<file path="config.mk">
export PLATFORM = sky130hd
export DESIGN_NAME = jkq_shift_reg
export DESIGN_NICKNAME = d
export VERILOG_FILES = /design/src/rtl/jkq_pkg.sv /design/src/rtl/jkq_entry_decode.sv /design/src/rtl/jkq_stage_mux.sv /design/src/rtl/jkq_shift_reg.sv
export SDC_FILE = /design/constraint.sdc
export NUM_CORES = 1
export LEC_CHECK = 0
export CAP_MARGIN = 20
export CORE_AREA = 2 2 39 41
export DETAILED_ROUTE_END_ITERATION = 10
export DIE_AREA = 0 0 41 43
export SYNTH_ARGS = -nofsm -noshare
export SYNTH_HDL_FRONTEND = slang
export SYNTH_SLANG_ARGS = --single-unit
</file>
<file path="constraint.sdc">
create_clock -name clk -period 1.6 [get_ports clk]
set_clock_uncertainty 0.2 [all_clocks]
set_input_delay 0.32 -clock clk [delete_from_list [all_inputs] [get_ports clk]]
set_output_delay 0.32 -clock clk [all_outputs]
set_load 0.005 [all_outputs]
</file>
<file path="src/rtl/jkq_pkg.sv">
package jkq_pkg;

    typedef enum logic {
        MODE_LOAD  = 1'b0,
        MODE_SHIFT = 1'b1
    } mode_e;

    typedef enum logic [1:0] {
        ENTRY_KEEP   = 2'd0,
        ENTRY_ZERO   = 2'd1,
        ENTRY_ONE    = 2'd2,
        ENTRY_INVERT = 2'd3
    } entry_act_e;

endpackage

</file>
<file path="src/rtl/jkq_entry_decode.sv">
module jkq_entry_decode
    import jkq_pkg::*;
(
    input  logic       j_i,
    input  logic       k_n_i,
    input  logic       cur_i,
    output entry_act_e act_o,
    output logic       nxt_o
);

    always_comb begin
        unique case ({j_i, k_n_i})
            2'b01:   act_o = ENTRY_KEEP;
            2'b00:   act_o = ENTRY_ZERO;
            2'b11:   act_o = ENTRY_ONE;
            default: act_o = ENTRY_INVERT;
        endcase
    end

    always_comb begin
        unique case (act_o)
            ENTRY_KEEP:   nxt_o = cur_i;
            ENTRY_ZERO:   nxt_o = 1'b0;
            ENTRY_ONE:    nxt_o = 1'b1;
            default:      nxt_o = ~cur_i;
        endcase
    end

endmodule

</file>
<file path="src/rtl/jkq_stage_mux.sv">
module jkq_stage_mux
    import jkq_pkg::*;
#(
    parameter int STAGES = 4
) (
    input  mode_e             mode_i,
    input  logic [STAGES-1:0] par_i,
    input  logic [STAGES-1:0] cur_i,
    input  logic              entry_i,
    output logic [STAGES-1:0] nxt_o
);

    localparam int LAST = STAGES - 1;

    logic [STAGES-1:0] shifted;

    assign shifted[0] = entry_i;

    for (genvar g = 1; g <= LAST; g++) begin : g_chain
        assign shifted[g] = cur_i[g-1];
    end

    for (genvar g = 0; g <= LAST; g++) begin : g_sel
        assign nxt_o[g] = (mode_i == MODE_SHIFT) ? shifted[g] : par_i[g];
    end

endmodule

</file>
<file path="src/rtl/jkq_shift_reg.sv">
module jkq_shift_reg
    import jkq_pkg::*;
#(
    parameter int STAGES = 4
) (
    input  logic              clk,
    input  logic              clr_n,
    input  logic              shift_en,
    input  logic              j_in,
    input  logic              k_n_in,
    input  logic [STAGES-1:0] par_d,
    output logic [STAGES-1:0] q,
    output logic              q_last_n
);

    localparam int LAST = STAGES - 1;

    typedef struct packed {
        logic [STAGES-1:0] stages;
    } state_t;

    state_t     state_d;
    state_t     state_q;
    mode_e      mode;
    entry_act_e entry_act;
    logic       entry_nxt;
    logic [STAGES-1:0] mux_nxt;

    assign mode = mode_e'(shift_en);

    jkq_entry_decode u_entry (
        .j_i   (j_in),
        .k_n_i (k_n_in),
        .cur_i (state_q.stages[0]),
        .act_o (entry_act),
        .nxt_o (entry_nxt)
    );

    jkq_stage_mux #(.STAGES(STAGES)) u_mux (
        .mode_i  (mode),
        .par_i   (par_d),
        .cur_i   (state_q.stages),
        .entry_i (entry_nxt),
        .nxt_o   (mux_nxt)
    );

    always_comb begin
        state_d        = state_q;
        state_d.stages = mux_nxt;
    end

    always_ff @(posedge clk or negedge clr_n) begin
        if (!clr_n) begin
            state_q <= '0;
        end else begin
            state_q <= state_d;
        end
    end

    assign q        = state_q.stages;
    assign q_last_n = ~state_q.stages[LAST];

    // Checker state: set once an edge has passed with no clear since the previous edge.
    logic span_ok_q;
    always_ff @(posedge clk or negedge clr_n) begin
        if (!clr_n) begin
            span_ok_q <= 1'b0;
        end else begin
            span_ok_q <= 1'b1;
        end
    end

    assert_load_R3: assert property (@(posedge clk) disable iff (!clr_n)
        (span_ok_q && !$past(shift_en)) |-> (q == $past(par_d)));

    assert_shift_R4: assert property (@(posedge clk) disable iff (!clr_n)
        (span_ok_q && $past(shift_en)) |-> (q[LAST:1] == $past(q[LAST-1:0])));

    assert_keep_R5: assert property (@(posedge clk) disable iff (!clr_n)
        (span_ok_q && $past(shift_en) && !$past(j_in) && $past(k_n_in)) |-> $stable(q[0]));

    assert_zero_R6: assert property (@(posedge clk) disable iff (!clr_n)
        (span_ok_q && $past(shift_en) && !$past(j_in) && !$past(k_n_in)) |-> (q[0] == 1'b0));

    assert_one_R7: assert property (@(posedge clk) disable iff (!clr_n)
        (span_ok_q && $past(shift_en) && $past(j_in) && $past(k_n_in)) |-> (q[0] == 1'b1));

    assert_invert_R8: assert property (@(posedge clk) disable iff (!clr_n)
        (span_ok_q && $past(shift_en) && $past(j_in) && !$past(k_n_in)) |-> (q[0] != $past(q[0])));

endmodule

</file>
==> run summary, run 1 <==
CP Capture Type - primary output
Worst R2R Start - q[0]
CP max FO - 4
Area Growth Syn to Fin - 94.6%
multi-input combinational cell area - 110 um2
CP max stage delay - 400 ps
Final nets - 47
RSZ-0062 raised after global routing - no
Residual DRC - 0
CP startpoint kind - register
post-synthesis sequential area ratio - 48.2%
total track usage - 6.13%
Pre-antenna DRT Iters - 4
antenna violations before repair - 0
share of the synthesized area in the top cell type - 48.2%
post-synthesis async set-or-reset flop share - 100%
top-count cell post-synth - dfrtp_1
Primary FF master, synth - dfrtp_1
Site Rows - 14
Sink Count - 4
worst-skew pair later-pin latency - 230 ps
syn avg cell area - 11.5 um2
initial drt markers - 2
die area - 0.00176 mm2
crit path from - q[0]
Clock transition at path regs - 40 ps
TritonCTS buffer count - 3
Slew Viols, Final - 0
core area - 0.00138 mm2
Post-Syn Nets - 29
crit path time final - 1430 ps
Vias/cell - 3.78
Power Total - 313 uW
Setup Buffers After CTS - 0
max-cap viol count - 0
buffer and inverter count on the worst path - 1
Req. time, crit path - 1080 ps
endpoints failing hold - 0
Hold-fix buffers, CTS - 0
via count - 189
Synth Instances - 18
Chip Width - 41 um
Die Ht - 43 um
Initial Util - 15.0%
layout cells sized above 1 - 20.6%
Post-DP Area - 358 um2
Peak supply drop - 0.200 mV
Largest register FFs - 4
routability cong. - 0.532
critical setup path kind - register to primary output
Max Fclk - 700 MHz
gr ovfl total - 0
final wirelength - 432 um
diode count - 0
io pins - 14
number of flops mapped to enable cells by yosys - 0
fin area - 404 um2
CTS Root Cell - clkbuf_4
routed len/inst - 8.64 um
Seq cells post-synth - 4
PnR worst setup slack - 172 ps
Port-buffer cells - 13
Synth area leaders - dfrtp_1, mux2_1, ha_1, a21o_1, a22oi_1
antenna-violating nets left - 0
Leakage - 0.000213 uW
Power Dens Cells - 775 mW/mm2
Setup-failing EPs final - 0
pre-CTS setup slack - -317 ps
Worst Max-Slew Pin Slew - 188 ps
Slew HR - 87.4%
area leader, netlist - dfrtp_1
final worst-path cycle share - 89.2%
hpwl dp - 363 um
WHS - 93.7 ps
CTS tree - built
yosys warns - 0
most frequent cells after synthesis - dfrtp_1, mux2_1, ha_1, inv_1, nor2_1
Register Area - 100 um2
H-tree Lvls - 1
pin count of the biggest net entering global routing - 5
Arrival @ worst endpoint - 910 ps
crit path cell chain - dlygate4sd2_1
FILL cells - 159
Yosys cell types - 10
vias in the first global route - 189
synthesized cell area - 208 um2
status - complete, no violations
hold crit path type - input port to async pin
maximum buffer depth of the clock tree - 2
Top Family by Delay on Critical Path - flip-flops
critical path's slowest cell - dfrtp_1
first-pass GRT wire length - 669 um
## layer usage
metal | global-route usage (%) | routed length (um) | up-vias | part of all wire, %
met4 | 6.00 | 0 | 0 | 0
met5 | 0 | 0 | - | 0
met1 | 4.84 | 153 | 91 | 35
met3 | 4.19 | 32 | 0 | 7.4
li1 | - | - | 92 | -
met2 | 9.06 | 247 | 6 | 57
## layout by cell type (no fill, tap or decap)
cell type / netlist / layout
dlymetal6s2s_1: 0 / 4
a21o_1: 1 / 1
dfrtp_1: 4 / 4
nand2b_1: 1 / 1
mux2_1: 3 / 3
inv_2: 0 / 1
a22oi_2: 0 / 1
ha_1: 2 / 1
ha_4: 0 / 1
buf_4: 1 / 1
nor2_1: 2 / 2
dlygate4sd2_1: 0 / 3
a21oi_1: 1 / 1
clkbuf_4: 0 / 3
inv_1: 2 / 1
clkdlybuf4s50_1: 0 / 6
## repair_timing
item / 4_1_cts / 5_1_grt
resized for setup: 3 / 7
setup endpoints to repair: 4 / 3
pin swaps: 2 / 0
## area by class of cell
cell class | instances | share of cell area, %
inverter | 2 | 1.86
multi-input combinational | 11 | 27.2
sequential | 4 | 24.8
timing repair buffer | 14 | 35.6
tap | 16 | 4.95
clock buffer | 3 | 5.57
## cells by family after synthesis
family | share of synthesized area [%]
buf+inv | 7.23
mux | 16.3
compound gates | 9.64
fa+ha+maj | 12.0
simple gates | 6.63
flops | 48.2
## stage by stage
step	std cells	util (%)	setup TNS, ps
global route	50	29.2	0
detailed placement	47	25.9	-317
global placement	47	25.9	-308
finish	50	29.2	0
floorplan	18	-	0
CTS	50	27.2	-52.3
## worst paths after layout
kind | to | slack (ps) | cells after the start
worst max-delay path | q[0] | 170 | 1
max in group asynchronous | q[2] | 930 | 1
worst max register to register | q[1] | 570 | 1
worst min-delay path | q[3] | 90 | 1
min in group clk | q[2] | 290 | 1
worst min register to register | q[2] | 290 | 1
## report_power, final
group	switching, uW	internal, uW	total, uW
clock	36.1	83.5	120
sequential	6.88	113	120
combinational	24.7	49.3	74.0
Power figures use the tool's default switching activity.
==> run 2: changes to the inputs <==
--- a/config.mk
+++ b/config.mk
@@ -6,9 +6,9 @@
 export NUM_CORES = 1
 export LEC_CHECK = 0
 export CAP_MARGIN = 20
-export CORE_AREA = 2 2 39 41
+export CORE_AREA = 8 8 45 47
 export DETAILED_ROUTE_END_ITERATION = 10
-export DIE_AREA = 0 0 41 43
+export DIE_AREA = 0 0 53 55
 export SYNTH_ARGS = -nofsm -noshare
 export SYNTH_HDL_FRONTEND = slang
 export SYNTH_SLANG_ARGS = --single-unit
==> run 2 against run 1 <==
  * Critical path depth stayed put
  * Critical path type unchanged
  * Sequential share of layout area shrank 0.23 points
  * Combinational power is 10% higher
  * Flip-flop and latch count unchanged
  * Clock power about the same
  * Setup slack better by 41 ps
==> run summary, run 2 (same netlist as run 1, synthesis figures left out) <==
most frequent cells in the layout - clkdlybuf4s50_1, dlygate4sd2_1, dfrtp_1 (was clkdlybuf4s50_1, dlymetal6s2s_1, dfrtp_1)
routed len/inst - 10.7 um (was 8.64 um)
R2R depth - 2 (was 1)
Req. time, crit path - 1080 ps (about the same)
crit path from - q[1] (was q[0])
Die Ht - 55 um (was 43 um)
gr ovfl total - 0 (unchanged)
CP max stage delay - 370 ps (was 400 ps)
PnR worst setup slack - 213 ps (was 172 ps)
Sink Count - 4 (unchanged)
Chip Width - 53 um (was 41 um)
crit path time final - 1390 ps (was 1430 ps)
CP Capture Type - primary output (unchanged)
Port-buffer cells - 13 (unchanged)
Peak supply drop - 0.188 mV (was 0.200 mV)
Initial Util - 15.0% (unchanged)
status - complete, no violations (unchanged)
final wirelength - 546 um (was 432 um)
hold crit path type - input port to async pin (unchanged)
Clock transition at path regs - 40 ps (about the same)
crit path cell chain - dlygate4sd2_1 (unchanged)
Leakage - 0.000202 uW (was 0.000213 uW)
die area - 0.00292 mm2 (was 0.00176 mm2)
H-tree Lvls - 1 (unchanged)
Setup-failing EPs final - 0 (unchanged)
Worst R2R Start - q[0] (unchanged)
WL met3 - 54 um (was 32 um)
CTS tree - built (unchanged)
CP max FO - 2 (was 4)
antenna-violating nets left - 0 (unchanged)
Final nets - 48 (was 47)
maximum buffer depth of the clock tree - 2 (unchanged)
Worst Max-Slew Pin Slew - 184 ps (was 188 ps)
pin count of the biggest net entering global routing - 5 (unchanged)
Arrival @ worst endpoint - 870 ps (was 910 ps)
worst-skew pair later-pin latency - 230 ps (about the same)
first-pass GRT wire length - 931 um (was 669 um)
critical setup path kind - register to primary output (unchanged)
Pre-antenna DRT Iters - 1 (was 4)
final worst-path cycle share - 86.7% (was 89.2%)
DR WL met2 - 352 um (was 247 um)
dpl cells - 47 (unchanged)
total track usage - 4.81% (was 6.13%)
Site Rows - 14 (unchanged)
vias in the first global route - 228 (was 189)
endpoints failing hold - 0 (unchanged)
buffer and inverter count on the worst path - 1 (unchanged)
Slew HR - 87.7% (was 87.4%)
Residual DRC - 0 (unchanged)
Slew Viols, Final - 0 (unchanged)
WL met1 - 139 um (was 153 um)
FF-to-FF End - q[1] (unchanged)
Largest register FFs - 4 (unchanged)
reg2reg setup slack - 490 ps (was 570 ps)
CP startpoint kind - register (unchanged)
commonest non-fill, non-tap cell in the layout - clkdlybuf4s50_1 (unchanged)
antenna violations before repair - 0 (unchanged)
layout cells sized above 1 - 25.7% (was 20.6%)
TritonCTS buffer count - 3 (unchanged)
RSZ-0062 raised after global routing - no (unchanged)
initial drt markers - 0 (was 2)
core area - 0.00138 mm2 (unchanged)
Top Family by Delay on Critical Path - flip-flops (unchanged)
CTS Root Cell - clkbuf_4 (unchanged)
Power Dens Cells - 789 mW/mm2 (was 775 mW/mm2)
io pins - 14 (unchanged)
Max Fclk - 721 MHz (was 700 MHz)
Area Growth Syn to Fin - 96.4% (was 94.6%)
pre-CTS setup slack - -313 ps (was -317 ps)
hpwl dp - 430 um (was 363 um)
uppermost layer routed - met3 (unchanged)
diode count - 0 (unchanged)
routability cong. - 0.577 (was 0.532)
via count - 191 (was 189)
Vias/cell - 3.75 (was 3.78)
Post-Layout Cell Count - 51 (was 50)
critical path's slowest cell - dfrtp_1 (unchanged)
max-cap viol count - 0 (unchanged)
-- run 2: power by group --
group / leakage [uW] / internal [uW] / switching, uW / total [uW]
sequential: 0.0000465 / 113 / 4.85 / 117
clock: 0.0000138 / 83.7 / 39.1 / 123
combinational: 0.000142 / 51.9 / 29.5 / 81.4
-- run 2: per-stage QoR --
step                      utilization (%)  total power [uW]  hold WS (ps)  instance area, um2  setup TNS (ps)
after global placement               25.9               198           282                 358            -312
after CTS                            28.5               325          87.2                 394               0
after floorplan                         -               146          -176                 208               0
final                                29.5               322          88.6                 408               0
after detailed placement             25.9               198           286                 358            -313
after global routing                 29.5               344          95.1                 408               0
-- run 2: layer usage --
layer  track usage [%]  up-vias
met1              2.90       92
met2              8.40        5
met3              3.74        0
met5                 0        -
met4              5.17        0
li1                  -       94
-- run 2: how the worst max path moves through the flow --
| stage | endpoint | depth (start not counted) |
|---|---|---|
| 3_3_place_gp | q[0] | 6 |
| 5_1_grt | q_last_n | 2 |
| 3_5_place_dp | q[0] | 6 |
| 4_1_cts | q[0] | 5 |
| 2_1_floorplan | q[0] | 5 |
| 6_report | q[1] | 1 |
-- run 2: repair_timing --
item                       in CTS  in global routing
setup buffers                   1                  0
resized for setup               6                  5
setup endpoints to repair       6                  1
pin swaps                       3                  1
hold buffers                    0                  0
-- run 2: area by class of cell --
class | instances | area [um2]
inverters | 2 | 7.51
fillers | 155 | 976
multi-input cells | 11 | 114
flip-flops and latches | 4 | 100
well taps | 16 | 20.0
clock buffers | 3 | 22.5
repair buffers | 15 | 144
